<file path="src/rtl/vbm_pkg.sv">
package vbm_pkg;

    // Number of hypothesised pairs for a rate-1/2 code
    localparam int unsigned HYP_N = 4;

    // Parity of a vector
    function automatic logic parity_of(input logic [31:0] v);
        return ^v;
    endfunction

endpackage

</file>
<file path="src/rtl/vbm_soft_map.sv">
// Maps one soft value onto the common confidence scale
// (0 = surest zero, all ones = surest one).
module vbm_soft_map #(
    parameter int unsigned SOFT_W     = 3,
    parameter bit          BIPOLAR_IN = 1'b0
) (
    input  logic [SOFT_W-1:0] raw_i,
    output logic [SOFT_W-1:0] conf_o
);

    generate
        if (BIPOLAR_IN) begin : g_bipolar
            // sign bit marks the zero side; inverting it yields the monotonic scale
            assign conf_o = {~raw_i[SOFT_W-1], raw_i[SOFT_W-2:0]};
        end else begin : g_unipolar
            assign conf_o = raw_i;
        end
    endgenerate

endmodule

</file>
<file path="src/rtl/vbm_pair_cost.sv">
// Forms the four pair metrics from two confidence values.
module vbm_pair_cost #(
    parameter int unsigned SOFT_W = 3,
    localparam int unsigned MW    = SOFT_W + 1
) (
    input  logic [SOFT_W-1:0]                 conf_a_i,
    input  logic [SOFT_W-1:0]                 conf_b_i,
    output logic [vbm_pkg::HYP_N-1:0][MW-1:0] cost_o
);

    localparam logic [SOFT_W-1:0] VMAX = '1;

    logic [1:0][MW-1:0] cost_a;   // index = hypothesised bit
    logic [1:0][MW-1:0] cost_b;

    always_comb begin
        cost_a[0] = {1'b0, conf_a_i};
        cost_a[1] = {1'b0, VMAX - conf_a_i};
        cost_b[0] = {1'b0, conf_b_i};
        cost_b[1] = {1'b0, VMAX - conf_b_i};
    end

    generate
        for (genvar k = 0; k < int'(vbm_pkg::HYP_N); k++) begin : g_hyp
            assign cost_o[k] = cost_a[k/2] + cost_b[k%2];
        end
    endgenerate

endmodule

</file>
<file path="src/rtl/vbm_state_labels.sv">
// Constant per-state transmitted pair for a new input bit of 0.
module vbm_state_labels #(
    parameter int unsigned      CONSTR_K = 7,
    parameter logic [CONSTR_K-1:0] POLY_A = 7'o171,
    parameter logic [CONSTR_K-1:0] POLY_B = 7'o133,
    localparam int unsigned     NSTATE   = 1 << (CONSTR_K - 1)
) (
    output logic [2*NSTATE-1:0] lbl_o
);

    generate
        for (genvar s = 0; s < int'(NSTATE); s++) begin : g_state
            // shift register contents with the new input bit (MSB) at 0
            localparam logic [CONSTR_K-1:0] REGV = CONSTR_K'(s);
            localparam logic [31:0] TAP_A = 32'(REGV & POLY_A);
            localparam logic [31:0] TAP_B = 32'(REGV & POLY_B);
            assign lbl_o[2*s+1] = vbm_pkg::parity_of(TAP_A);
            assign lbl_o[2*s]   = vbm_pkg::parity_of(TAP_B);
        end
    endgenerate

endmodule

</file>
<file path="src/rtl/vbm_top.sv">
module vbm_top #(
    parameter int unsigned SOFT_W     = 3,
    parameter bit          BIPOLAR_IN = 1'b0,
    parameter int unsigned CONSTR_K   = 7,
    parameter logic [CONSTR_K-1:0] POLY_A = 7'o171,
    parameter logic [CONSTR_K-1:0] POLY_B = 7'o133,
    localparam int unsigned MW        = SOFT_W + 1,
    localparam int unsigned NSTATE    = 1 << (CONSTR_K - 1)
) (
    input  logic                                 clk,
    input  logic                                 rst_n,
    input  logic                                 sym_vld_i,
    input  logic [2*SOFT_W-1:0]                  sym_i,
    output logic                                 bm_vld_o,
    output logic [vbm_pkg::HYP_N*MW-1:0]         bm_o,
    output logic [2*NSTATE-1:0]                  branch_lbl_o
);

    localparam logic [MW-1:0] PAIR_SUM = MW'({1'b0, {SOFT_W{1'b1}}} << 1);

    typedef struct packed {
        logic                                 vld;
        logic [vbm_pkg::HYP_N-1:0][MW-1:0]    bm;
    } out_state_t;

    logic [SOFT_W-1:0]                 conf_a;
    logic [SOFT_W-1:0]                 conf_b;
    logic [vbm_pkg::HYP_N-1:0][MW-1:0] cost_w;
    out_state_t                        st_d;
    out_state_t                        st_q;

    vbm_soft_map #(.SOFT_W(SOFT_W), .BIPOLAR_IN(BIPOLAR_IN)) u_map_a (
        .raw_i  (sym_i[2*SOFT_W-1:SOFT_W]),
        .conf_o (conf_a)
    );

    vbm_soft_map #(.SOFT_W(SOFT_W), .BIPOLAR_IN(BIPOLAR_IN)) u_map_b (
        .raw_i  (sym_i[SOFT_W-1:0]),
        .conf_o (conf_b)
    );

    vbm_pair_cost #(.SOFT_W(SOFT_W)) u_cost (
        .conf_a_i (conf_a),
        .conf_b_i (conf_b),
        .cost_o   (cost_w)
    );

    vbm_state_labels #(.CONSTR_K(CONSTR_K), .POLY_A(POLY_A), .POLY_B(POLY_B)) u_lbl (
        .lbl_o (branch_lbl_o)
    );

    always_comb begin
        st_d     = st_q;
        st_d.vld = sym_vld_i;
        if (sym_vld_i) begin
            st_d.bm = cost_w;
        end
    end

    always_ff @(posedge clk or negedge rst_n) begin
        if (!rst_n) begin
            st_q <= '0;
        end else begin
            st_q <= st_d;
        end
    end

    assign bm_vld_o = st_q.vld;
    assign bm_o     = st_q.bm;

    // valid follows the input strobe by exactly one clock
    p_vld_follow_r5: assert property (@(posedge clk) disable iff (!rst_n)
        sym_vld_i |=> bm_vld_o);
    p_vld_quiet_r6: assert property (@(posedge clk) disable iff (!rst_n)
        !sym_vld_i |=> !bm_vld_o);

    // metrics hold across idle cycles
    p_hold_idle_r6: assert property (@(posedge clk) disable iff (!rst_n)
        !sym_vld_i |=> $stable(bm_o));

    // complementary hypotheses sum to the full scale
    p_comp_sum_r9: assert property (@(posedge clk) disable iff (!rst_n)
        bm_vld_o |-> ((MW+1)'(st_q.bm[0]) + (MW+1)'(st_q.bm[3]) == (MW+1)'(PAIR_SUM)) &&
                     ((MW+1)'(st_q.bm[1]) + (MW+1)'(st_q.bm[2]) == (MW+1)'(PAIR_SUM)));

    // no metric exceeds twice the largest symbol cost
    generate
        for (genvar k = 0; k < int'(vbm_pkg::HYP_N); k++) begin : g_chk
            p_range_r4: assert property (@(posedge clk) disable iff (!rst_n)
                bm_vld_o |-> (st_q.bm[k] <= PAIR_SUM));
        end
    endgenerate

endmodule

</file>
<file path="config.mk">
export PLATFORM = sky130hd
export DESIGN_NAME = vbm_top
export DESIGN_NICKNAME = d
export VERILOG_FILES = /design/src/rtl/vbm_pkg.sv /design/src/rtl/vbm_soft_map.sv /design/src/rtl/vbm_pair_cost.sv /design/src/rtl/vbm_state_labels.sv /design/src/rtl/vbm_top.sv
export SDC_FILE = /design/constraint.sdc
export NUM_CORES = 1
export LEC_CHECK = 0
export ABC_AREA = 1
export BUFFER_PORTS_ARGS = -buffer_cell sky130_fd_sc_hd__buf_4
export CAP_MARGIN = 20
export CORE_ASPECT_RATIO = 0.6
export CORE_MARGIN = 4
export CORE_UTILIZATION = 44
export CTS_BUF_LIST = sky130_fd_sc_hd__clkbuf_4
export DETAILED_ROUTE_END_ITERATION = 16
export PLACE_DENSITY_LB_ADDON = 0.08
export SKIP_CTS_REPAIR_TIMING = 1
export SLEW_MARGIN = 40
export SYNTH_ARGS = -nofsm -noshare
export SYNTH_HDL_FRONTEND = slang
export SYNTH_SLANG_ARGS = --single-unit
</file>
<file path="constraint.sdc">
create_clock -name clk -period 1.5 [get_ports clk]
set_input_delay 0.3 -clock clk [delete_from_list [all_inputs] [get_ports clk]]
set_output_delay 0.3 -clock clk [all_outputs]
set_load 0.05 [all_outputs]
</file>
==> results of run 1 <==
## power by group
part           total (W)  switching, W  leakage (nW)  internal [W]
registers       0.000494     0.0000337         0.178      0.000460
clock network   0.000261      0.000139        0.0184      0.000122
logic            0.00123       0.00107         0.876      0.000159
total            0.00198       0.00124          1.07      0.000741
## metrics by stage
| stage | instances | area, µm² | total power, W |
|---|---|---|---|
| after floorplan | 367 | 2410 | 0.00182 |
| after global placement | 318 | 1660 | 0.00173 |
| after detailed placement | 318 | 1660 | 0.00172 |
| after CTS | 322 | 1690 | 0.00199 |
| after global routing | 323 | 1700 | 0.00208 |
| final | 323 | 1700 | 0.00198 |
## state kept, by name, indices dropped and copies added, names as in the netlist
signal and flops:
bm_vld_o 1, bm_o 14
## layout make-up
class	instances	area [µm²]	area share, %
Timing Repair Buffer	26	198	11.6
Tap cell	60	75.1	4.42
Inverter	15	56.3	3.32
Sequential cell	15	375	22.1
Clock buffer	4	30.0	1.77
Multi-Input combinational cell	203	963	56.7
## Yosys cell counts
master,number,share of area (%)
a21oi_1,2,0.52
buf_2,1,0.26
buf_4,131,51
buf_6,2,1.2
conb_1,2,0.39
dfrtp_1,15,19
fa_1,4,4.1
ha_1,12,7.8
inv_1,14,2.7
inv_2,1,0.19
nand2_1,34,6.6
nand3_1,2,0.52
nor2_1,15,2.9
nor2_2,1,0.32
o21a_1,1,0.39
xnor2_1,2,0.91
xor2_1,2,0.91
## layer usage
| metal | routed length [µm] | vias up | track usage [%] |
|---|---|---|---|
| li1 | - | 505 | - |
| met1 | 1290 | 442 | 13.5 |
| met2 | 1170 | 83 | 11.1 |
| met3 | 462 | 2 | 4.57 |
| met4 | 11 | 0 | 2.47 |
| met5 | 0 | - | 0 |
## logic make-up after synthesis
logic type | Yosys count | synth area share (%)
fa+ha+maj | 16 | 11.9
flops | 15 | 19.4
xor+xnor | 4 | 1.81
simple gates | 52 | 10.4
buf+inv | 149 | 55.2
compound gates | 3 | 0.906
other cells | 2 | 0.388
## path summary, 6_finish.rpt
kind	to	slack [ns]	depth (start not counted)
max reg2reg	bm_o[4]$_DFFE_PN0P_	0.82	1
max in group asynchronous	bm_o[10]$_DFFE_PN0P_	0.92	2
min	bm_vld_o$_DFF_PN0_	0.24	1
min reg2reg	bm_o[13]$_DFFE_PN0P_	0.49	2
max	bm_o[4]	0.30	1
min in group asynchronous	bm_o[3]$_DFFE_PN0P_	0.41	2
==> metrics, run 1 <==
Max clock buf depth 2; Starting Density 46.4%; CP Buf/Inv Count 1; critical path endpoint category output port; Num CTS Buffers 3; filler cell count in the final layout about 440; post-synth cell types 17; # diodes 0; final setup margin approximately 0.3 ns; final core occ just over 40%; die width 93.6 µm; Clk Latency, worst-skew pair 0.29 ns; DR WL/cell slightly above 9 µm; maximum net fanout on the critical path 3; Post-Syn Area a little under 0.002 mm²; worst path required time roughly 1.2 ns; Setup TNS Final 0 ns; clock skew 0 ns; power per cell area 1170 mW/mm²; crit path from bm_o[4]$_DFFE_PN0P_; Reg-to-Reg Start bm_o[4]$_DFFE_PN0P_; CP cell instances buf_4; GPL Wtd Cong approximately 0.79; die height 59.3 µm; share of layout cells above drive strength 1 11.8%; Root Buffer clkbuf_4; num rows 18; initial antenna violation count 0; Final Hold Vio Count 0; fin. max-slew vios 0; status complete, no violations; pin count of the biggest net entering global routing 19; Arr. time, crit path approximately 0.90 ns; Via density about 3.2; buffers added on ports 25; Nets between 200 and 300; Clock transition at path regs ~0.09 ns; die area roughly 0.0056 mm²; Hold Path Origin sym_vld_i; initial DRC count 30; Synth Instances around 240; final worst-path cycle share between 70% and 80%; min cycle time layout 1.20 ns; post-synthesis sequential area ratio between 10% and 20%; Crit-path slowest cell dfrtp_1; endpoints failing setup 0; Place WS between 0.03 and 0.04 ns; most frequent cells in the layout conb_1 (128), nand2_1 (34), buf_4 (25); Pre-Repair DR Iteration Count 4; core area approximately 0.0042 mm²; clock sink count 15; Vias about 1,000; Seq cells post-synth 15; IO Pins between 150 and 200; Area Growth Syn to Fin -12.2%; WL final ~3 mm; Crit path max-delay family flip-flops; critical path class register to output port; Syn Area/Cell between 8 and 9 µm²; ANT nets after route 0; Max VDD drop between 0.0004 and 0.0005 V; global-route wire length before repair between 3 and 4 mm; commonest non-fill, non-tap cell in the layout conb_1; H-tree Lvls 1; synth warn 0; CP peak stage delay between 0.4 and 0.5 ns; Tot GR Track Use a little under a tenth; CP startpoint kind register; # DRC 0; placed wire-length estimate 2.50 mm; GRT overflow 0; RSZ-0062 raised after global routing false; worst hold margin around 0.24 ns; hold crit path type input pin to register; max_cap viols 0; TritonCTS clock tree done; LEAKAGE roughly 1.1 nW; number of global-route vias before repair about 750; fmax 0.835 GHz
Power figures use the tool's default switching activity.
==> inputs of run 2 (changes only) <==
CORE_UTILIZATION = 41   (was 44)
clock period = 1.15 ns   (was 1.5 ns; I/O delays follow)
==> run 2 against run 1 <==
  * Combinational power up 37%
  * Die area increased by 6.5%
  * First-iteration DRC count down 10%
  * Cell count up 6.2%
  * Via count rose by 4.9%
  * Critical path depth unchanged
  * Clock skew unchanged
  * Utilization shrank 0.13 points
  * Final area is 9.2% higher
  * Highest routed layer unchanged
==> metrics, run 2 (synthesis results as in run 1) <==
status complete, no violations; IO Pins 154; Tot GR Track Use 9.45%; CP cell instances buf_4; GRT overflow 0; H-tree Lvls 1; Root Buffer clkbuf_4; placed wire-length estimate between 2 and 3 mm; initial DRC count 27; die height 61.2 µm; CP startpoint kind register; Num CTS Buffers 3; Pre-Repair DR Iteration Count 4; share of layout cells above drive strength 1 18.6%; clock sink count 15; final worst-path cycle share between 90% and 100%; # diodes 0; critical path endpoint category output port; die area between 0.005 and 0.006 mm²; RSZ-0062 raised after global routing true; Pwr Total around 0.0027 W; hold crit path type input pin to register; Starting Density between 40 and 50%; min cycle time layout 1.13 ns; Area Growth Syn to Fin -4.08%; clock skew 0 ns; Nets approximately 310; Clock transition at path regs approximately 0.090 ns; post-route cell area about 0.0019 mm²; Clk Latency, worst-skew pair approximately 0.29 ns; Final Hold Vio Count 0; GPL Wtd Cong around 0.76; maximum net fanout on the critical path 3; Placed Area 0.00177 mm²; commonest non-fill, non-tap cell in the layout conb_1; buffers added on ports 25; fin cells around 340; most frequent cells in the layout conb_1 (128), buf_4 (38), nand2_1 (34); DR WL/cell roughly 8.8 µm; final core occ approximately two fifths; max reg flops 14; TritonCTS clock tree done; initial antenna violation count 0; Vias approximately 1,100; WL final approximately 3 mm; num rows 19; Crit path max-delay family flip-flops; CP peak stage delay about 0.41 ns; CP Buf/Inv Count 1; pin count of the biggest net entering global routing 19; LEAKAGE 1.16 nW; number of global-route vias before repair 905; Crit-path slowest cell dfrtp_1; global-route wire length before repair around 4.4 mm; Via density about 3.2; Max VDD drop 0.000597 V; power per cell area 1440 mW/mm²; ANT nets after route 0; fin. max-slew vios 0; placed cells about 330; endpoints failing setup 0; Arr. time, crit path 0.90 ns; die width slightly below 100 µm; core area around 0.0046 mm²; critical path class register to output port; max_cap viols 0; fmax between 0.8 and 0.9 GHz; Setup TNS Final 0 ns; worst path required time around 0.9 ns; Max clock buf depth 2; # DRC 0
-- run 2: routing by layer --
metal	track usage (%)	share of wire, %
met2	13.1	41
met5	0	0
met3	4.19	16
met4	2.20	0.36
met1	13.4	43
-- run 2: stage by stage --
stage	hold slack (ns)	setup slack, ns
6_report	0.175	0.0236
5_1_grt	0.170	-0.0338
4_1_cts	-0.229	0.00382
3_5_place_dp	0.102	-0.201
3_3_place_gp	0.100	-0.185
2_1_floorplan	-0.0656	-0.0185
-- run 2: final cells by class --
class | count | area, µm²
Sequential cell | 15 | 375
Tap cell | 63 | 78.8
Fill cell | 476 | 2710
Clock buffer | 4 | 30.0
Multi-Input combinational cell | 203 | 973
Timing Repair Buffer | 43 | 340
Inverter | 15 | 56.3
-- run 2: power breakdown --
group	internal (W)	switching, W	total [W]
clock	0.000159	0.000178	0.000337
sequential	0.000600	0.0000466	0.000647
combinational	0.000275	0.00141	0.00168
total	0.00103	0.00163	0.00267
-- run 2: worst paths after layout --
kind	cells past startpoint	slack, ns	to	from
worst max-delay path	1	0.02	bm_o[12]	bm_o[12]$_DFFE_PN0P_
worst min-delay path	1	0.17	bm_vld_o$_DFF_PN0_	sym_vld_i
worst max register to register	2	0.32	bm_o[4]$_DFFE_PN0P_	bm_o[4]$_DFFE_PN0P_
worst min register to register	2	0.49	bm_o[13]$_DFFE_PN0P_	bm_o[13]$_DFFE_PN0P_
max in group asynchronous	2	0.65	bm_o[3]$_DFFE_PN0P_	rst_n
min in group asynchronous	2	0.31	bm_o[12]$_DFFE_PN0P_	rst_n
